File: config.mk
export PLATFORM = sky130hd
export DESIGN_NAME = tbm_mult
export DESIGN_NICKNAME = d
export VERILOG_FILES = /design/src/rtl/tbm_pkg.sv /design/src/rtl/tbm_cell.sv /design/src/rtl/tbm_ppgen.sv /design/src/rtl/tbm_comp.sv /design/src/rtl/tbm_row.sv /design/src/rtl/tbm_mult.sv
export SDC_FILE = /design/constraint.sdc
export NUM_CORES = 1
export LEC_CHECK = 0
export BUFFER_PORTS_ARGS = -buffer_cell sky130_fd_sc_hd__buf_2
export CORE_ASPECT_RATIO = 0.9
export CORE_MARGIN = 5
export CORE_UTILIZATION = 30
export CTS_CLUSTER_SIZE = 30
export DETAILED_ROUTE_END_ITERATION = 10
export PLACE_DENSITY = 0.43
export REMOVE_ABC_BUFFERS = 1
export SLEW_MARGIN = 10
export SYNTH_ARGS = -nofsm -noshare
export SYNTH_HDL_FRONTEND = slang
export SYNTH_SLANG_ARGS = --single-unit
File: constraint.sdc
create_clock -name clk -period 1.1 [get_ports clk]
set_input_delay 0.055 -clock clk [delete_from_list [all_inputs] [get_ports clk]]
set_output_delay 0.055 -clock clk [all_outputs]
set_load 0.005 [all_outputs]
File: src/rtl/tbm_pkg.sv
package tbm_pkg;
  typedef enum logic {
    ARITH_UNSIGNED = 1'b0,
    ARITH_TWOS     = 1'b1
  } arith_e;
endpackage

File: src/rtl/tbm_cell.sv
module tbm_cell (
  input  logic x,
  input  logic p,
  input  logic ce,
  input  logic cin,
  output logic s,
  output logic co
);
  // ce low: multiplicand bit is zero, partial-product input is skipped
  always_comb begin
    if (ce) begin
      s  = x ^ p ^ cin;
      co = (x & p) | (x & cin) | (p & cin);
    end else begin
      s  = x ^ cin;
      co = x & cin;
    end
  end
endmodule

File: src/rtl/tbm_ppgen.sv
module tbm_ppgen
  import tbm_pkg::*;
#(
  parameter int unsigned W     = 16,
  parameter arith_e      ARITH = ARITH_UNSIGNED
) (
  input  logic [W-1:0]         a,
  input  logic [W-1:0]         b,
  output logic [W-1:1]         row_en,
  output logic [W-1:1][W-1:0]  row_vec,
  output logic [W-1:1][W-1:0]  col_en,
  output logic [W-1:0]         col_bits,
  output logic [W-1:0]         bias
);
  localparam bit SGN = (ARITH == ARITH_TWOS);

  logic [W-1:0] a_eff;

  generate
    if (SGN) begin : g_aeff_s
      assign a_eff = {~a[W-1], a[W-2:0]};
    end else begin : g_aeff_u
      assign a_eff = a;
    end

    for (genvar j = 1; j < W; j++) begin : g_row
      if (SGN && (j == W-1)) begin : g_sign_row
        // sign row: never bypassed, inverted cross terms
        assign row_en[j]  = 1'b1;
        assign row_vec[j] = b[W-1] ? {a[W-1], ~a[W-2:0]} : {1'b0, {(W-1){1'b1}}};
        assign col_en[j]  = '1;
      end else begin : g_plain_row
        assign row_en[j]  = b[j];
        assign row_vec[j] = b[j] ? a_eff : '0;
        assign col_en[j]  = a_eff;
      end
    end

    for (genvar j = 0; j < W; j++) begin : g_col
      localparam int I   = W - 1 - j;
      localparam bit INV = SGN && ((I == W-1) != (j == W-1));
      if (INV) begin : g_inv
        assign col_bits[j] = ~(a[I] & b[j]);
      end else begin : g_pos
        assign col_bits[j] = a[I] & b[j];
      end
    end

    if (SGN) begin : g_bias_s
      // sign bits of bypassed rows, plus constants at weights n and 2n-1
      assign bias = {1'b1, 1'b0, ~b[W-2:1]} + W'(1);
    end else begin : g_bias_u
      assign bias = '0;
    end
  endgenerate
endmodule

File: src/rtl/tbm_comp.sv
module tbm_comp #(
  parameter int unsigned W = 16
) (
  input  logic [W-1:0] col_bits,
  input  logic [W-1:0] bias,
  output logic         cbit,
  output logic [W-1:0] acc0
);
  // AND terms arrive in col_bits; OR network estimates carry
  assign cbit = |col_bits;
  assign acc0 = bias + W'(cbit);
endmodule

File: src/rtl/tbm_row.sv
module tbm_row #(
  parameter int unsigned W = 16,
  parameter int unsigned J = 1
) (
  input  logic [W-1:0] acc_in,
  input  logic [J-1:0] vec,
  input  logic [J-1:0] col_en,
  input  logic         row_en,
  output logic [W-1:0] acc_out
);
  logic [W-1:0] x_g;
  logic [W-2:0] p_g;
  logic [W-2:0] ce_g;
  logic [W-1:0] cy;
  logic [W-1:0] sum;

  // operand isolation: a bypassed row sees constant zero inputs
  assign x_g   = row_en ? acc_in : '0;
  assign cy[0] = 1'b0;

  generate
    for (genvar k = 0; k < W-1; k++) begin : g_bit
      if (k < J) begin : g_pp
        assign p_g[k]  = row_en & vec[k];
        assign ce_g[k] = row_en & col_en[k];
      end else begin : g_nopp
        assign p_g[k]  = 1'b0;
        assign ce_g[k] = 1'b0;
      end
      tbm_cell u_cell (
        .x   (x_g[k]),
        .p   (p_g[k]),
        .ce  (ce_g[k]),
        .cin (cy[k]),
        .s   (sum[k]),
        .co  (cy[k+1])
      );
    end
  endgenerate

  assign sum[W-1] = x_g[W-1] ^ cy[W-1];
  assign acc_out  = row_en ? sum : acc_in;
endmodule

File: src/rtl/tbm_mult.sv
module tbm_mult
  import tbm_pkg::*;
#(
  parameter int unsigned WIDTH   = 16,
  parameter arith_e      ARITH   = ARITH_UNSIGNED,
  parameter bit          OUT_REG = 1'b1
) (
  input  logic             clk,
  input  logic             rst_n,
  input  logic             in_valid,
  input  logic [WIDTH-1:0] a,
  input  logic [WIDTH-1:0] b,
  output logic             out_valid,
  output logic [WIDTH-1:0] y
);
  localparam int unsigned W   = WIDTH;
  localparam bit          UNS = (ARITH == ARITH_UNSIGNED);

  logic [W-1:1]        row_en;
  logic [W-1:1][W-1:0] row_vec;
  logic [W-1:1][W-1:0] col_en;
  logic [W-1:0]        col_bits;
  logic [W-1:0]        bias;
  logic                cbit;
  logic [W-1:0]        acc [W];
  logic [W-1:0]        prod;

  // reset: asserted asynchronously, released on clk
  logic [1:0] rst_pipe_q;
  logic       rst_sync_n;

  always_ff @(posedge clk or negedge rst_n) begin
    if (!rst_n) rst_pipe_q <= 2'b00;
    else        rst_pipe_q <= {rst_pipe_q[0], 1'b1};
  end
  assign rst_sync_n = rst_pipe_q[1];

  tbm_ppgen #(.W(W), .ARITH(ARITH)) u_ppgen (
    .a        (a),
    .b        (b),
    .row_en   (row_en),
    .row_vec  (row_vec),
    .col_en   (col_en),
    .col_bits (col_bits),
    .bias     (bias)
  );

  tbm_comp #(.W(W)) u_comp (
    .col_bits (col_bits),
    .bias     (bias),
    .cbit     (cbit),
    .acc0     (acc[0])
  );

  generate
    for (genvar j = 1; j < W; j++) begin : g_rows
      tbm_row #(.W(W), .J(j)) u_row (
        .acc_in  (acc[j-1]),
        .vec     (row_vec[j][W-1:W-j]),
        .col_en  (col_en[j][W-1:W-j]),
        .row_en  (row_en[j]),
        .acc_out (acc[j])
      );

      // a skipped column never carries a live partial-product bit
      a_r4_col_skip_zero : assert property (@(posedge clk) disable iff (!rst_sync_n)
        ((~col_en[j]) & row_vec[j]) == '0);
    end
  endgenerate

  assign prod = acc[W-1];

  // unsigned zero operand leaves the compensation column empty
  a_r5_comp_quiet : assert property (@(posedge clk) disable iff (!rst_sync_n)
    (UNS && (a == '0 || b == '0)) |-> !cbit);

  generate
    if (OUT_REG) begin : g_oreg
      logic             vld_q, vld_d;
      logic [W-1:0]     y_q, y_d;

      always_comb begin
        vld_d = in_valid;
        y_d   = y_q;
        if (in_valid) y_d = prod;
      end

      always_ff @(posedge clk or negedge rst_sync_n) begin
        if (!rst_sync_n) begin
          vld_q <= 1'b0;
          y_q   <= '0;
        end else begin
          vld_q <= vld_d;
          y_q   <= y_d;
        end
      end

      assign out_valid = vld_q;
      assign y         = y_q;

      // one-cycle latency and hold
      a_r7_valid_follow : assert property (@(posedge clk) disable iff (!rst_sync_n)
        in_valid |=> out_valid);
      a_r7_valid_idle : assert property (@(posedge clk) disable iff (!rst_sync_n)
        !in_valid |=> !out_valid);
      a_r7_hold : assert property (@(posedge clk) disable iff (!rst_sync_n)
        !in_valid |=> $stable(y));
      // all rows bypassed in unsigned mode gives zero
      a_r3_all_rows_skipped : assert property (@(posedge clk) disable iff (!rst_sync_n)
        (UNS && in_valid && b == '0) |=> (y == '0));
    end else begin : g_comb
      assign out_valid = in_valid;
      assign y         = prod;
    end
  endgenerate
endmodule

=== Yosys cells after proc, flatten, opt, wreduce, memory -nomap -nowiden ===
Index checks and enable logic that the tools add are counted.

* Bitwise logic cells: 1351
* Reductions and logical operators: 1
* Muxes and demuxes: 285

{| class="wikitable"
|+ Operator list
! operator !! number
|-
| $mux W16 || 44
|-
| $and A1 B1 Y1 || 677
|-
| $xor A1 B1 Y1 || 435
|-
| $mux W1 || 241
|-
| $or A1 B1 Y1 || 210
|-
| $reduce_or A16 Y1 || 1
|-
| $xor A1 B1 Y1 const A || 15
|-
| $and A1 B1 Y1 const A || 14
|}

* Input port bits: 35
* Output and inout port bits: 17
* Word-level logic and storage cells: 1640
* Register bits: 19

=== Longest topological paths before layout ===
* Word-level depth: 602
* Mapped depth: 79
* Depth with buffers taken out: 78

=== Hierarchy ===
A second synthesis with hierarchy kept.

* Cell total of the unflattened synthesis: 2804
* Area, all modules: 22386.5 sq um

{| class="wikitable"
|+ By module, submodules not included
! module !! seq. area each (sq um) !! times used !! area each (sq um) !! cells an instance
|-
| tbm_cell || 0.0 || 225 || 47.5 || 6
|-
| tbm_ppgen || 0.0 || 1 || 3925.0 || 559
|-
| tbm_mult || 475.5 || 1 || 728.2 || 38
|-
| tbm_row (g_rows[15].u_row) || 0.0 || 1 || 581.8 || 70
|-
| tbm_row (g_rows[11].u_row) || 0.0 || 1 || 519.2 || 61
|-
| tbm_row (g_rows[12].u_row) || 0.0 || 1 || 518.0 || 63
|-
| tbm_row (g_rows[13].u_row) || 0.0 || 1 || 503.0 || 65
|-
| tbm_row (g_rows[14].u_row) || 0.0 || 1 || 503.0 || 67
|-
| tbm_row (g_rows[8].u_row) || 0.0 || 1 || 486.7 || 54
|-
| tbm_row (g_rows[6].u_row) || 0.0 || 1 || 451.7 || 50
|-
| tbm_row (g_rows[7].u_row) || 0.0 || 1 || 450.4 || 52
|-
| tbm_row (g_rows[10].u_row) || 0.0 || 1 || 441.7 || 58
|-
| tbm_row (g_rows[9].u_row) || 0.0 || 1 || 435.4 || 56
|-
| tbm_row (g_rows[3].u_row) || 0.0 || 1 || 387.9 || 43
|-
| +5 rows || -- || -- || -- || --
|}

=== Worst setup path after synthesis ===
OpenSTA, ideal clock, no wires.

* Path kind: input to register
* From: input b[11]
* To: register g_oreg.y_q[14], in the netlist y[14]
* Data required time: 0.964 ns
* Data arrival time: 19.288 ns
* Setup time: 0.136 ns
* Path buffers: 1
* Slack: -18.324 ns
* Cell stages on the path: 76
* Cell sequence: buf_2 a22o_1 a221oi_1 and4_1 nor2b_1 ha_1 nor2_1 a21oi_1 and2_1 ha_1 and3_1 fa_1 nand2_1 a21oi_1 fa_1 nor2b_1 a311o_1 fa_1 (+40 left out) fa_1 fa_1 fa_1 fa_1 nand2_1 o21ai_0 or2_2 fa_1 fa_1 fa_1 nand2b_1 o31a_1 nor2_1 fa_1 xnor2_1 a21oi_1 o22ai_1 o21ai_0

* Longest elaborated chain between the ends: 128
* Elaborated cells on any way between the ends: 1301
* Classes of those cells: mux (256); bitwise (1044); reduce/logical (1)

{| class="wikitable"
|+ RTL lines
! element !! RTL line !! source
|-
| start: declaration || tbm_mult.sv:12 || <nowiki>input logic [WIDTH-1:0] b,</nowiki>
|-
| $and A1 B1 Y1 || tbm_ppgen.sv:45 || <nowiki>assign col_bits[j] = a[I] & b[j];</nowiki>
|-
| $reduce_or A16 Y1 || tbm_comp.sv:10 || <nowiki>assign cbit = |col_bits;</nowiki>
|-
| $mux W1 || tbm_row.sv:18 || <nowiki>assign x_g = row_en ? acc_in : '0;</nowiki>
|-
| $xor A1 B1 Y1 or $and A1 B1 Y1 (tied branches) || tbm_cell.sv:12, tbm_cell.sv:13 ||
|-
| $mux W1 || tbm_cell.sv:11 || <nowiki>if (ce) begin</nowiki>
|-
| $mux W16 or $xor A1 B1 Y1 (tied branches) || tbm_row.sv:42, tbm_cell.sv:15 ||
|-
| $mux W16, on equally long branches || tbm_row.sv:18, tbm_row.sv:42 ||
|-
| $and A1 B1 Y1 or $mux W16 (tied branches) || tbm_cell.sv:13, tbm_row.sv:18 ||
|-
| (+110 left out) || -- ||
|-
| $or A1 B1 Y1 (2 in a row) || tbm_cell.sv:13 || <nowiki>co = (x & p) | (x & cin) | (p & cin);</nowiki>
|-
| $mux W1 || tbm_cell.sv:11 ||
|-
| $and A1 B1 Y1 || tbm_cell.sv:13, tbm_cell.sv:16 ||
|-
| $or A1 B1 Y1 (2 in a row) || tbm_cell.sv:13 ||
|-
| $mux W1 || tbm_cell.sv:11 ||
|-
| $xor A1 B1 Y1, on equally long branches || tbm_cell.sv:15, tbm_cell.sv:12 ||
|-
| $mux W1 || tbm_cell.sv:11 ||
|-
| $mux W16 * || tbm_row.sv:42 || <nowiki>assign acc_out = row_en ? sum : acc_in;</nowiki>
|-
| end signal: assignment || tbm_mult.sv:94 || <nowiki>y_q <= y_d;</nowiki>
|-
| end: declaration || tbm_mult.sv:80 || <nowiki>logic [W-1:0] y_q, y_d;</nowiki>
|}

Every way passes the cells marked *; elsewhere a longest branch is shown, timed or not.
A chain may end at the register's enable or synchronous reset.

=== Final worst setup path ===
* From: input a[15]
* To: register g_oreg.y_q[14], in the netlist y[14]

* Longest elaborated chain between the ends: 128
* Elaborated cells on any way between the ends: 1323
* Classes of those cells: mux (270); bitwise (1052); reduce/logical (1)

{| class="wikitable"
|+ RTL lines
! element !! RTL line !! source
|-
| start: declaration || tbm_mult.sv:11 || <nowiki>input logic [WIDTH-1:0] a,</nowiki>
|-
| $and A1 B1 Y1 || tbm_ppgen.sv:45 ||
|-
| $reduce_or A16 Y1 || tbm_comp.sv:10 ||
|-
| $mux W1 || tbm_row.sv:18 ||
|-
| $xor A1 B1 Y1 or $and A1 B1 Y1 (tied branches) || tbm_cell.sv:12, tbm_cell.sv:13 ||
|-
| $mux W1 || tbm_cell.sv:11 ||
|-
| $mux W16 or $xor A1 B1 Y1 (tied branches) || tbm_row.sv:42, tbm_cell.sv:15 ||
|-
| $mux W16, on equally long branches || tbm_row.sv:18, tbm_row.sv:42 ||
|-
| $and A1 B1 Y1 or $mux W16 (tied branches) || tbm_cell.sv:13, tbm_row.sv:18 ||
|-
| (+110 left out) || -- ||
|-
| $or A1 B1 Y1 (2 in a row) || tbm_cell.sv:13 ||
|-
| $mux W1 || tbm_cell.sv:11 ||
|-
| $and A1 B1 Y1 || tbm_cell.sv:13, tbm_cell.sv:16 ||
|-
| $or A1 B1 Y1 (2 in a row) || tbm_cell.sv:13 ||
|-
| $mux W1 || tbm_cell.sv:11 ||
|-
| $xor A1 B1 Y1, on equally long branches || tbm_cell.sv:15, tbm_cell.sv:12 ||
|-
| $mux W1 || tbm_cell.sv:11 ||
|-
| $mux W16 * || tbm_row.sv:42 ||
|}

Marked as above.

==> impl_metrics.csv <==
group,metric,value,unit
synth,synth_edf_count,0,
cts,insertion_delay,0.25,ns
synth,synth_warnings,0,
global_route,track_usage,0.169,
cells_and_area,syn_to_final_growth,51.5,%
synth,async_flop_share,1.00,
critical_path,rr_endpoint,"y[0]$_DFFE_PN0P_",
cts,cts_root_buffer,"clkbuf_16",
power,p_clk_frac,0.111,
sta,slew_viol_final,0,
detailed_routing,first_pass_iters,4,
critical_path,cpLargestDelayFamily,"adder cells",
critical_path,cp-end-kind,"flop",
sta,rsz0062_at_grt,"yes",
sta,setup_tns,-225.86,ns
synth,yosysTopAreaCell,"fa_1",
critical_path,critPathBufInv,7,
detailed_routing,ant_nets,0,
detailed_routing,wl_met3,620,um
job,cap_violations,0,
critical_path,cpPeakStageDelay,0.60,ns
sta,finalCriticalPeriod,17.81,ns
detailed_routing,drt-met1-wl,9.45,mm
critical_path,cp_slowest_cell,"fa_2",
detailed_routing,routed_wl,20.1,mm
critical_path,cp_max_fo,4,
power,p_int,0.00407,W
sta,finalSetupViolations,16,
critical_path,rr_startpoint,"y[0]$_DFFE_PN0P_",
critical_path,required,1.22,ns
die,initial_core_util,0.307,
synth,syn_area_per_cell,7.86,um^2
power,p_switching,0.00272,W
outcome,run_status,"complete, but fails checks",
cells_and_area,seq_area,475,um^2
cts,clkSinkCount,19,
cells_and_area,design_area,0.00939,mm^2
hold_path,hold_class,"in2reg",
detailed_routing,top_layer_used,"met4",
global_route,grt-ovfl-total,0,
detailed_routing,detailroute.via_count,6447,
cells_and_area,multi_input_area,0.00607,mm^2
critical_path,arrival,17.94,ns
sta,hold_viol_final,0,
power,switching_share,0.401,
outcome,violations,"negative setup slack",
cts,cts_buffer_depth,2,
critical_path,path_depth,79,
synth,synth_area,0.00620,mm^2
cts,clk_pin_slew_worst_paths,0.06,ns
sta,slew_headroom,0.541,
synth,synth.distinct_cells,69,
critical_path,crit_end,"y[14]$_DFFE_PN0P_",
synth,synth_common_cells,"nand2_1 (211), fa_1 (104), nor2_1 (46)",
critical_path,crit_path_frequent_cell,"fa_2",
sta,worst_slack,-16.71,ns
placement,portBuffers,51,
synth,yosys_register_bits,19,
synth,synth_ff_type,"dfrtp_1",
synth,synth_most_common_cell,"nand2_1",
die,ios,52,
detailed_routing,routedWlPerCell,15.4,um
synth,postSynthCellCount,789,
global_route,antenna_found_initial,0,
critical_path,startpoint,"a[15]",
sta,timing.fmax,56.1,MHz
cells_and_area,fillers,1972,
synth,yosys.area.top_type_share,0.336,
cells_and_area,drive_above_1_share,0.528,
placement,pre_cts_ws,-19.39,ns
critical_path,reg2reg_slack,0.22,ns
sta,whs,0.0550,ns
placement,placed_area,0.00808,mm^2
sta,fin_crit_sh,16.2,
die,die-area,0.0236,mm^2
detailed_routing,via_per_inst,4.93,
cts,h-tree-depth,1,
global_route,grt_pass1_wl,33.4,mm
critical_path,start_kind,"input port",
cts,cts_tree,"built",
die,dieHeight,146,um
die,core,0.0202,mm^2
synth,seq_area_frac_synth,0.0767,
sta,worst_slew_pin_slew,0.679,ns
power,leakagePower,3.97,nW
power,power_density,722,mW/mm^2
cells_and_area,nets,1210,
placement,hpwl,16.6,mm
global_route,grt_start_max_net_pins,47,
critical_path,path_class,"in2reg",
detailed_routing,drt_iter0_drc,288,
synth,synth.area.top_cells,"fa_1 (34%), nand2_1 (13%), dfrtp_1 (7.7%)",
cts,cts_buffers,3,
die,fp.dieW,162,um
cells_and_area,n_antenna_cell,0,
placement,place.gp.congestion,0.812,
power,seq_power_share,0.128,
detailed_routing,wl_met2,9.62,mm
die,rows,49,
power,vdd_ir_drop_max,0.605,mV
critical_path,r2r.worst_path.cells,3,
global_route,grt_pass1_vias,6646,
cells_and_area,final_util,0.465,
sta,skew,0.00161,ns
power,p_comb_frac,0.761,
detailed_routing,drc,0,
[worst min path at each step]
stage,depth (start not counted),from,to
3_5_place_dp,1,rst_n,rst_pipe_q[1]$_DFF_PN0_
2_1_floorplan,0,rst_n,rst_pipe_q[0]$_DFF_PN0_
5_1_grt,1,in_valid,out_valid$_DFF_PN0_
4_1_cts,1,in_valid,out_valid$_DFF_PN0_
6_report,1,in_valid,out_valid$_DFF_PN0_
3_3_place_gp,1,rst_n,rst_pipe_q[1]$_DFF_PN0_
[stage by stage]
stage                     std cells  total power (W)
after global placement         1241          0.00486
after detailed placement       1241          0.00497
after floorplan                 724          0.00292
after CTS                      1299          0.00652
final                          1309          0.00678
after global routing           1309          0.00745
[power groups by stage]
stage                     clock network, W  logic [W]  registers, W
final                             0.000755    0.00516      0.000868
after global routing              0.000816    0.00575      0.000878
after CTS                         0.000773    0.00488      0.000867
after detailed placement                 0    0.00409      0.000878
after global placement                   0    0.00398      0.000875
after floorplan                          0    0.00203      0.000892
[state kept, by name (all words and copies together) (netlist names)]
register	cells
rst_pipe_q	2
y	16
out_valid	1
[layout make-up]
cell class | count | share of cell area
multi-input combinational | 680 | 0.646
clock buffer | 3 | 0.00800
sequential | 19 | 0.0506
clock inverter | 1 | 0.000533
tap | 255 | 0.0340
inverter | 25 | 0.00999
timing repair buffer | 326 | 0.251
[timing repair]
| action | CTS | global route |
|---|---|---|
| gates resized for setup | 179 | 67 |
| buffers inserted | 56 | 12 |
| pin swaps | 92 | 59 |
| hold buffers | 1 | 0 |
| endpoints found under the hold margin | 2 | 0 |
| setup endpoints to repair | 16 | 16 |
[metal layers]
metal  up-vias  track usage
met4         0       0.0328
met2        79        0.282
met1      3184        0.240
met5         -            0
li1       3161            -
met3        23       0.0189
[cell families after synthesis]
family          share of synthesized area
fa+ha+maj                           0.368
flops                              0.0767
xor+xnor                          0.00141
mux                                0.0363
simple gates                        0.288
other cells                      0.000605
compound gates                      0.170
buf+inv                            0.0595
[cell usage in the layout (no fill, tap or decap), types with 16 or more instances in the layout]
master / n
nand2_1: 190
o21ai_2: 16
or2_4: 16
fa_1: 26
a21oi_2: 16
inv_1: 22
nor2_1: 38
buf_4: 273
nand2_2: 21
dfrtp_1: 19
and2_1: 25
fa_2: 78
buf_2: 47
Note: power is estimated with default switching activity, not from simulation.
